`config.mk`:
```
export PLATFORM = sky130hd
export DESIGN_NAME = opcode_alu
export DESIGN_NICKNAME = d
export VERILOG_FILES = /design/src/rtl/opcode_alu_pkg.sv /design/src/rtl/opcode_alu_ctrl.sv /design/src/rtl/opcode_alu_dp.sv /design/src/rtl/opcode_alu.sv
export SDC_FILE = /design/constraint.sdc
export NUM_CORES = 1
export LEC_CHECK = 0
export BUFFER_PORTS_ARGS = -buffer_cell sky130_fd_sc_hd__buf_2
export CAP_MARGIN = 20
export CELL_PAD_IN_SITES_DETAIL_PLACEMENT = 0
export CELL_PAD_IN_SITES_GLOBAL_PLACEMENT = 1
export CORE_UTILIZATION = 48
export DETAILED_ROUTE_END_ITERATION = 7
export GPL_ROUTABILITY_DRIVEN = 0
export GPL_TIMING_DRIVEN = 0
export PLACE_DENSITY_LB_ADDON = 0.25
export SYNTH_ARGS = -nofsm -noshare
export SYNTH_HDL_FRONTEND = slang
export SYNTH_SLANG_ARGS = --single-unit
```
`constraint.sdc`:
```
create_clock -name vclk -period 11.4
set_input_delay 1.14 -clock vclk [all_inputs]
set_output_delay 1.14 -clock vclk [all_outputs]
set_load 0.03 [all_outputs]
```
`src/rtl/opcode_alu_pkg.sv`:
```
package opcode_alu_pkg;

  localparam int SEL_W = 4;

  // select codes, equal to the processor's instruction opcodes
  localparam logic [SEL_W-1:0] SEL_ADD = 4'b0011;
  localparam logic [SEL_W-1:0] SEL_SUB = 4'b0100;
  localparam logic [SEL_W-1:0] SEL_OR  = 4'b0101;
  localparam logic [SEL_W-1:0] SEL_AND = 4'b0110;
  localparam logic [SEL_W-1:0] SEL_NOT = 4'b0111;
  localparam logic [SEL_W-1:0] SEL_XOR = 4'b1000;
  localparam logic [SEL_W-1:0] SEL_SHR = 4'b1010;
  localparam logic [SEL_W-1:0] SEL_MUL = 4'b1011;
  localparam logic [SEL_W-1:0] SEL_CMP = 4'b1100;

  // indices of the computing operations in the pick vector
  localparam int PICK_ADD = 0;
  localparam int PICK_SUB = 1;
  localparam int PICK_OR  = 2;
  localparam int PICK_AND = 3;
  localparam int PICK_NOT = 4;
  localparam int PICK_XOR = 5;
  localparam int PICK_SHR = 6;
  localparam int PICK_MUL = 7;
  localparam int PICK_CNT = 8;

  typedef struct packed {
    logic                writesResult;  // a computing op drives result
    logic                isCompare;     // equality compare owns the flag
    logic [PICK_CNT-1:0] pick;          // one-hot choice of candidate
  } strobes_t;

endpackage

```
`src/rtl/opcode_alu_ctrl.sv`:
```
module opcode_alu_ctrl
  import opcode_alu_pkg::*;
(
  input  logic [SEL_W-1:0] sel,
  output strobes_t         strobes
);

  always_comb begin
    strobes = '0;
    unique case (sel)
      SEL_ADD: strobes.pick[PICK_ADD] = 1'b1;
      SEL_SUB: strobes.pick[PICK_SUB] = 1'b1;
      SEL_OR:  strobes.pick[PICK_OR]  = 1'b1;
      SEL_AND: strobes.pick[PICK_AND] = 1'b1;
      SEL_NOT: strobes.pick[PICK_NOT] = 1'b1;
      SEL_XOR: strobes.pick[PICK_XOR] = 1'b1;
      SEL_SHR: strobes.pick[PICK_SHR] = 1'b1;
      SEL_MUL: strobes.pick[PICK_MUL] = 1'b1;
      SEL_CMP: strobes.isCompare      = 1'b1;
      default: strobes = '0;
    endcase
    strobes.writesResult = |strobes.pick;
  end

endmodule

```
`src/rtl/opcode_alu_dp.sv`:
```
module opcode_alu_dp
  import opcode_alu_pkg::*;
#(
  parameter int WIDTH = 16
) (
  input  logic [WIDTH-1:0] opA,
  input  logic [WIDTH-1:0] opB,
  input  strobes_t         strobes,
  output logic [WIDTH-1:0] result,
  output logic             flag
);

  localparam int SHAMT_W = $clog2(WIDTH);

  logic [WIDTH-1:0] cand [PICK_CNT];
  logic [SHAMT_W-1:0] shAmt;
  logic eqOperands;
  logic resultZero;

  assign shAmt = opB[SHAMT_W-1:0];

  always_comb begin
    cand[PICK_ADD] = opA + opB;
    cand[PICK_SUB] = opA - opB;
    cand[PICK_OR]  = opA | opB;
    cand[PICK_AND] = opA & opB;
    cand[PICK_NOT] = ~opA;
    cand[PICK_XOR] = opA ^ opB;
    cand[PICK_SHR] = opA >> shAmt;
    cand[PICK_MUL] = opA * opB;
  end

  // AND-OR selection: the pick vector is one-hot or empty
  always_comb begin
    result = '0;
    for (int i = 0; i < PICK_CNT; i++) begin
      result = result | (cand[i] & {WIDTH{strobes.pick[i]}});
    end
  end

  assign eqOperands = (opA == opB);
  assign resultZero = ~|result;

  always_comb begin
    flag = 1'b0;
    if (strobes.isCompare)         flag = eqOperands;
    else if (strobes.writesResult) flag = resultZero;
  end

endmodule

```
`src/rtl/opcode_alu.sv`:
```
module opcode_alu
  import opcode_alu_pkg::*;
#(
  parameter int WIDTH = 16
) (
  input  logic [WIDTH-1:0] opA,
  input  logic [WIDTH-1:0] opB,
  input  logic [SEL_W-1:0] sel,
  output logic [WIDTH-1:0] result,
  output logic             flag
);

  strobes_t strobes;

  opcode_alu_ctrl u_ctrl (
    .sel     (sel),
    .strobes (strobes)
  );

  opcode_alu_dp #(.WIDTH(WIDTH)) u_dp (
    .opA     (opA),
    .opB     (opB),
    .strobes (strobes),
    .result  (result),
    .flag    (flag)
  );

endmodule

```
# Yosys cells after proc, flatten, opt, wreduce, memory -nomap -nowiden
# Index checks and enable logic that the tools add are counted.
# Widths: inputs -> output; s select.
# totals
regBits,0
latch_bits,0
ramBits,0
rom_bits,0
inputBits,36
output_inout_bits,17
wordCells,47
memories,0
# op_classes
n_addsub,2
mul,1
n_div,0
n_lt_le_gt_ge,0
eq_ne,10
shift,1
muxes,11
bitwise,19
n_reduce_logical,3
# op_table
operator,count
$and 16x16->16,9
$or 16x16->16,8
$add 16x16->16,1
$eq 16x16->1,1
$eq 4x3->1 const B,4
$eq 4x4->1 const B,4
$mul 16x16->16,1
$not 16->16,1
$reduce_or 16->1,1
$shr 16x4->16,1
$sub 16x16->16,1
$xor 16x16->16,1
$mux 1,11
$reduce_or 8->1,1
$eq 4x2->1 const B,1
$logic_not 1->1,1

# Longest topological paths before layout
# Gate-level depths: netlist (run 1).
# depth
ltp_word,14
depth_mapped,25
depth_no_buf,23

# Modules after synthesis
# A second synthesis (run 1) with hierarchy kept.
# hier_totals
cells_unflattened,967
area_unflattened_um2,7305.8
# by_module_without_submodules
mod,n_inst,cells_each,area_each_um2,seq_area_each_um2
opcode_alu_dp,1,951,7209.4,0.0
opcode_alu_ctrl,1,16,96.3,0.0

# Worst setup path before layout (run 1)
# Ideal clock, no wire load.
# synth_path
path_kind,input-to-output
start,input opB[2]
end,output flag
arrival_time_ns,7.878
required_ns,10.260
path_slack_ns,2.382
stages,24
path_buffers,2
cell_sequence,clkbuf_1 inv_2 buf_1 nor2_1 fa_1 inv_1 fa_1 inv_1 ha_1 fa_1 fa_1 inv_1 fa_1 inv_1 ha_1 or3_1 o31ai_1 o21ai_1 a31oi_1 xnor2_1 a221o_1 or4_1 or4_1 o31ai_1
# synth_via
elab_chain_cells,13
elab_cells_between_ends,26
cone_classes,2 x add/sub; 1 x mul; 1 x eq/ne; 1 x shift; 2 x mux; 17 x bitwise; 2 x reduce/logical
# synth_rtl
element,line,rtl
start: declaration,opcode_alu.sv:7,"input logic [WIDTH-1:0] opB,"
"parallel branches: the longest is 8 deep, another holds $mul 16x16->16",-,
$or 16x16->16 *,opcode_alu_dp.sv:37,result = result | (cand[i] & {WIDTH{strobes.pick[i]}});
named net result[15],opcode_alu.sv:9,"output logic [WIDTH-1:0] result,"
$reduce_or 16->1 *,opcode_alu_dp.sv:42,assign resultZero = ~|result;
$logic_not 1->1 *,opcode_alu_dp.sv:42,
$mux 1 *,opcode_alu_dp.sv:47,else if (strobes.writesResult) flag = resultZero;
$mux 1 *,opcode_alu_dp.sv:46,if (strobes.isCompare) flag = eqOperands;
end: declaration,opcode_alu.sv:10,output logic flag
# Mark *: on every way through the listed nets, which the timed path passes.

# Worst setup path in the final report (run 1)
# layout_path
start,input opA[1]
end,output flag
# layout_via
elab_chain_cells,13
elab_cells_between_ends,28
cone_classes,2 x add/sub; 1 x mul; 1 x eq/ne; 1 x shift; 2 x mux; 19 x bitwise; 2 x reduce/logical
# layout_rtl
element,line,rtl
start: declaration,opcode_alu.sv:6,"input logic [WIDTH-1:0] opA,"
"parallel branches: the longest is 12 deep, another holds $mul 16x16->16",-,
$mux 1 *,opcode_alu_dp.sv:46,
# Mark *: on every way between the ends.

==> flow_metrics.tcl, run 1 <==
set metrics [dict create \
    drt_pass1_iterations 7 \
    syn_nets 1166 \
    maxCapViolCount 0 \
    postCtsSetupBuffers 0 \
    drive_above_1_share 0.100 \
    seq_cell_count 0 \
    ir_worst_vdd_mv 0.306 \
    synth_area_leader_cell "fa_1" \
    cp-start-kind "input pin" \
    p_per_area_nw_per_um2 168 \
    layout_worst_path_cycle_share 0.951 \
    worst_slew_pin_slew_ps 1090 \
    fp.dieArea_sq_um 15800 \
    avgSynthCellArea_sq_um 7.70 \
    drc_errors 4 \
    period_needed_ps 10840 \
    coreArea_sq_um 14700 \
    grt_pass1_vias 7032 \
    clkPwrFrac 0 \
    slew_headroom 0.270 \
    post_cts_resized 0 \
    crit_path_end_kind "output pin" \
    setup_tns_ps 0 \
    ys_types 83 \
    seqPwrFrac 0 \
    drt-total-wl_um 25200 \
    syn_area_sq_um 7330 \
    antenna_cells 0 \
    nClkBuffers 0 \
    finalSetupViolCount 0 \
    grt_pass1_wl_um 40100 \
    grt_max_degree 12 \
    combPwrFrac 1.000 \
    yosysSeqAreaShare 0 \
    fillers 1515 \
    violations "design-rule violations" \
    holdBufCountCts 0 \
    num_vias 7217 \
    maxSlewViolCount 0 \
    fp.dieW_um 126 \
    switchingPower_w 0.000804 \
    fmax_ghz 0.0922 \
    worstSetupPathType "in -> out" \
    grt_usage 0.330 \
    hold_viol_final 0 \
    post_drt_via_cell_ratio 6.06 \
    multi_input_area_sq_um 6490 \
    nets 1222 \
    io_pins 53 \
    status "complete, but fails checks" \
    fp-row-count 44 \
    syn_to_final_growth_pct 6.95 \
    p_int_w 0.000509 \
    hp-class "in -> out" \
    fp.dieH_um 126 \
    start_util 0.499 \
    cellLeakagePower_nw 3.81 \
    swShare 0.612 \
    yosysWarnings 0 \
    rsz0062_at_grt "false" \
    wl_per_cell_um 21.2 \
    arrival_ps 9700 \
    grt_overflow_total 0 \
    drt-initial-drc-count 762 \
    cp.required_ps 10260 \
    netlist_instances 952 \
    cp_max_fo 10 \
    ant_nets 0 \
    portBuffers 52 \
    dp_hpwl_um 21200 \
    seqCellArea_sq_um 0 \
    synth_area_leaders "fa_1 22%, ha_1 16%, inv_1 8.0%" \
    synth_top_cell_area_share 0.224 \
    fin_util 0.533 \
    grt_antenna_before_repair 0 \
]
critical path: stages:
cell and delay, ps:
buf_2 130, clkbuf_1 670, clkinv_1 810, nor2_1 330
fa_1 460, fa_1 440, ha_1 200, fa_1 480
inv_1 50, fa_1 490, fa_1 490, inv_1 40
ha_1 210, or3_1 400, o31ai_1 790, o21ai_1 280
a31oi_1 390, xnor2_1 180, a221o_1 380, or4_1 540
or4_1 490, o31ai_1 80, buf_2 230
area by class of cell:
class	count	share of cell area
plain buffers	50	0.0302
well taps	184	0.0294
repair buffers	54	0.0348
multi-input cells	739	0.828
inverters	163	0.0780
path summary, 6_finish.rpt:
kind,start,endpoint,slack [ps],cells past startpoint
worst min-delay path,opA[1],result[1],3010,5
worst max-delay path,opA[1],flag,560,23
power groups by stage:
stage / sequential [W] / combinational, W / clock, W
detailed placement: 0 / 0.00131 / 0
global route: 0 / 0.00147 / 0
CTS: 0 / 0.00132 / 0
global placement: 0 / 0.00131 / 0
floorplan: 0 / 0.000913 / 0
finish: 0 / 0.00131 / 0
synth_stat cells, drive strengths merged (7+ instances only):
library cell / count
mux2i: 31
a211oi: 10
mux4: 8
o21ai: 32
inv: 158
nand2: 86
o21a: 7
o221ai: 8
xnor2: 32
nor3: 14
nor2: 107
ha: 96
buf: 19
clkbuf: 31
nand2b: 12
xor2: 9
nor2b: 9
a21oi: 38
nand3: 11
fa: 82
per-stage QoR:
step	instance area, sq um	total power (W)	hold slack (ps)	setup slack, ps	instances
2_1_floorplan	7330	0.000913	2700	2380	952
3_3_place_gp	7820	0.00131	2990	761	1188
3_5_place_dp	7840	0.00131	2990	757	1189
4_1_cts	7840	0.00132	3000	748	1189
5_1_grt	7840	0.00147	3050	277	1190
6_report	7840	0.00131	3010	560	1190
placed cells by master, fill, tap and decap left out, types with 6 or more instances in the layout:
cell      count
inv_1       156
clkbuf_1     30
xnor2_1      32
o221ai_1      8
nor3_1       14
and3_1        6
a21oi_1      38
o22ai_1       6
nor2b_1       8
mux2i_1      30
nand3_1      11
xor2_1        9
a211oi_1      9
buf_2        64
a221oi_1      6
o21a_1        7
nor2_1      106
ha_1         96
o21ai_0      31
mux4_2        7
fa_1         82
nand2b_1     12
nand2_1      86
kinds of logic (layout without fill, tap and decap cells):
group                      after synthesis  count (layout)  share of synthesized area
and+or+nand+nor                        293             293                      0.190
AOI/OAI and AO/OA                      184             184                      0.180
xor gates and xnor gates                42              42                     0.0520
muxes                                   42              42                     0.0737
adders and majority gates              178             178                      0.388
buffers and inverters                  213             267                      0.116
per-layer routing:
layer | vias up | routed length, um | track usage
met1 | 3458 | 10700 | 0.465
met2 | 394 | 11300 | 0.530
met5 | - | 0 | 0
met3 | 47 | 2310 | 0.0355
li1 | 3318 | - | -
met4 | 0 | 911 | 0.100
(Power assumes the default switching activity.)
==> inputs of run 2 (changes only) <==
Settings changed: CORE_UTILIZATION 48 to 30.
==> run 2 against run 1 <==
Against the previous run:
- the run now ends clean
- first-iteration DRC count down 33%
- sequential share of layout area stayed put
- via count down 0.80%
- cell count is 11% higher
- critical path depth unchanged
- count of clock-buffer cells in the layout did not move
- wire length increased by 12%
- power grew 4.2%
- die area is 59% higher
- worst hold slack got worse by 1.9 ps
- cell area rose by 2.2%
- non-clock buffer count unchanged
==> flow_metrics.tcl, run 2 (synthesis results as in run 1) <==
set metrics [dict create \
    status "completed" \
    worstSetupPathType "in -> out" \
    startpoint "opA[1]" \
    antenna_cells 0 \
    drc_errors 0 \
    hold-worst-slack_ps 3010 \
    period_needed_ps 10900 \
    seqCellArea_sq_um 0 \
    syn_to_final_growth_pct 9.25 \
    grt_max_degree 12 \
    globalRoute.busiestLayer "met2" \
    finalSetupViolCount 0 \
    post_cts_resized 0 \
    p_per_area_nw_per_um2 171 \
    io_pins 53 \
    post_drt_via_cell_ratio 5.40 \
    nets 1222 \
    worstHoldStart "sel[3]" \
    arrival_ps 9760 \
    coreArea_sq_um 23800 \
    postCtsSetupBuffers 0 \
    cellLeakagePower_nw 3.81 \
    cp-start-kind "input pin" \
    nClkBuffers 0 \
    cp-endpoint "flag" \
    layout_worst_path_cycle_share 0.956 \
    grt.met1_usage 0.325 \
    fp.dieW_um 158 \
    holdBufCountCts 0 \
    grt_util_met2 0.386 \
    portBuffers 52 \
    fp.dieArea_sq_um 25100 \
    start_util 0.309 \
    fmax_ghz 0.0917 \
    maxCapViolCount 0 \
    layout_commonest_cell "inv_1" \
    crit_path_end_kind "output pin" \
    slew_headroom 0.374 \
    wl_per_cell_um 21.3 \
    place_area_sq_um 8010 \
    fin_util 0.337 \
    ant_nets 0 \
    num_vias 7159 \
    stdcell_count 1325 \
    grt_overflow_total 0 \
    use_met3 0.0174 \
    fin_area_sq_um 8010 \
    seq_cell_count 0 \
    hold_viol_final 0 \
    setup_tns_ps 0 \
    ir_worst_vdd_mv 0.195 \
    fp.dieH_um 158 \
    rsz0062_at_grt "false" \
    grt_pass1_vias 7148 \
    cp_max_fo 10 \
    fp-row-count 56 \
    dp.cells 1325 \
    cp.required_ps 10260 \
    grt_antenna_before_repair 0 \
    grt_pass1_wl_um 43100 \
    drt-initial-drc-count 510 \
    dp_hpwl_um 24000 \
    drt_pass1_iterations 5 \
    hp-class "in -> out" \
    final_cell_mix "156 x inv_1, 106 x nor2_1, 96 x ha_1, 86 x nand2_1, 82 x fa_1" \
    drt-total-wl_um 28200 \
    worst_slew_pin_slew_ps 932 \
    fillers 2607 \
    maxSlewViolCount 0 \
    grt_usage 0.232 \
    drive_above_1_share 0.100 \
]
==> run 2: cell counts in the layout (fill, tap and decap cells not counted) <==
Identical to the previous run, type by type.
==> run 2: stage by stage <==
step                      total power, W  worst slack (ps)
after floorplan                 0.000913              2380
after global placement           0.00137               689
after detailed placement         0.00137               495
after CTS                        0.00139               491
after global routing             0.00152               216
final                            0.00137               497
==> run 2: layout make-up <==
cell class	count	area (sq um)	area share
buffer	50	236	0.0295
timing repair buffer	54	273	0.0341
inverter	163	612	0.0764
multi-input combinational	739	6490	0.810
tap	319	399	0.0498
==> run 2: metal layers <==
layer	vias up	share of wire
met5	-	0
met4	0	0.027
met3	40	0.064
met2	282	0.46
met1	3510	0.45
li1	3327	-
==> run 2: worst min-delay path by stage <==
stage	end	slack (ps)	cells after the start
6_report	flag	3010	5
4_1_cts	flag	3010	5
3_5_place_dp	flag	3010	5
5_1_grt	flag	3050	5
2_1_floorplan	flag	2700	3
3_3_place_gp	flag	3010	5
==> run 2: worst max-delay path, cell delays in order <==
cell	delay [ps]
buf_2	130
clkbuf_1	700
clkinv_1	770
nor2_1	310
fa_1	460
fa_1	410
ha_1	220
fa_1	480
fa_1	560
inv_1	50
fa_1	470
inv_1	40
ha_1	210
or3_1	430
o31ai_1	720
o21ai_1	320
a31oi_1	370
xnor2_1	200
a221o_1	380
or4_1	550
or4_1	510
o31ai_1	80
buf_2	230
==> run 2: where the power goes <==
part | internal [W] | switching (W)
Combinational | 0.000513 | 0.000857
Clock | 0 | 0
Sequential | 0 | 0
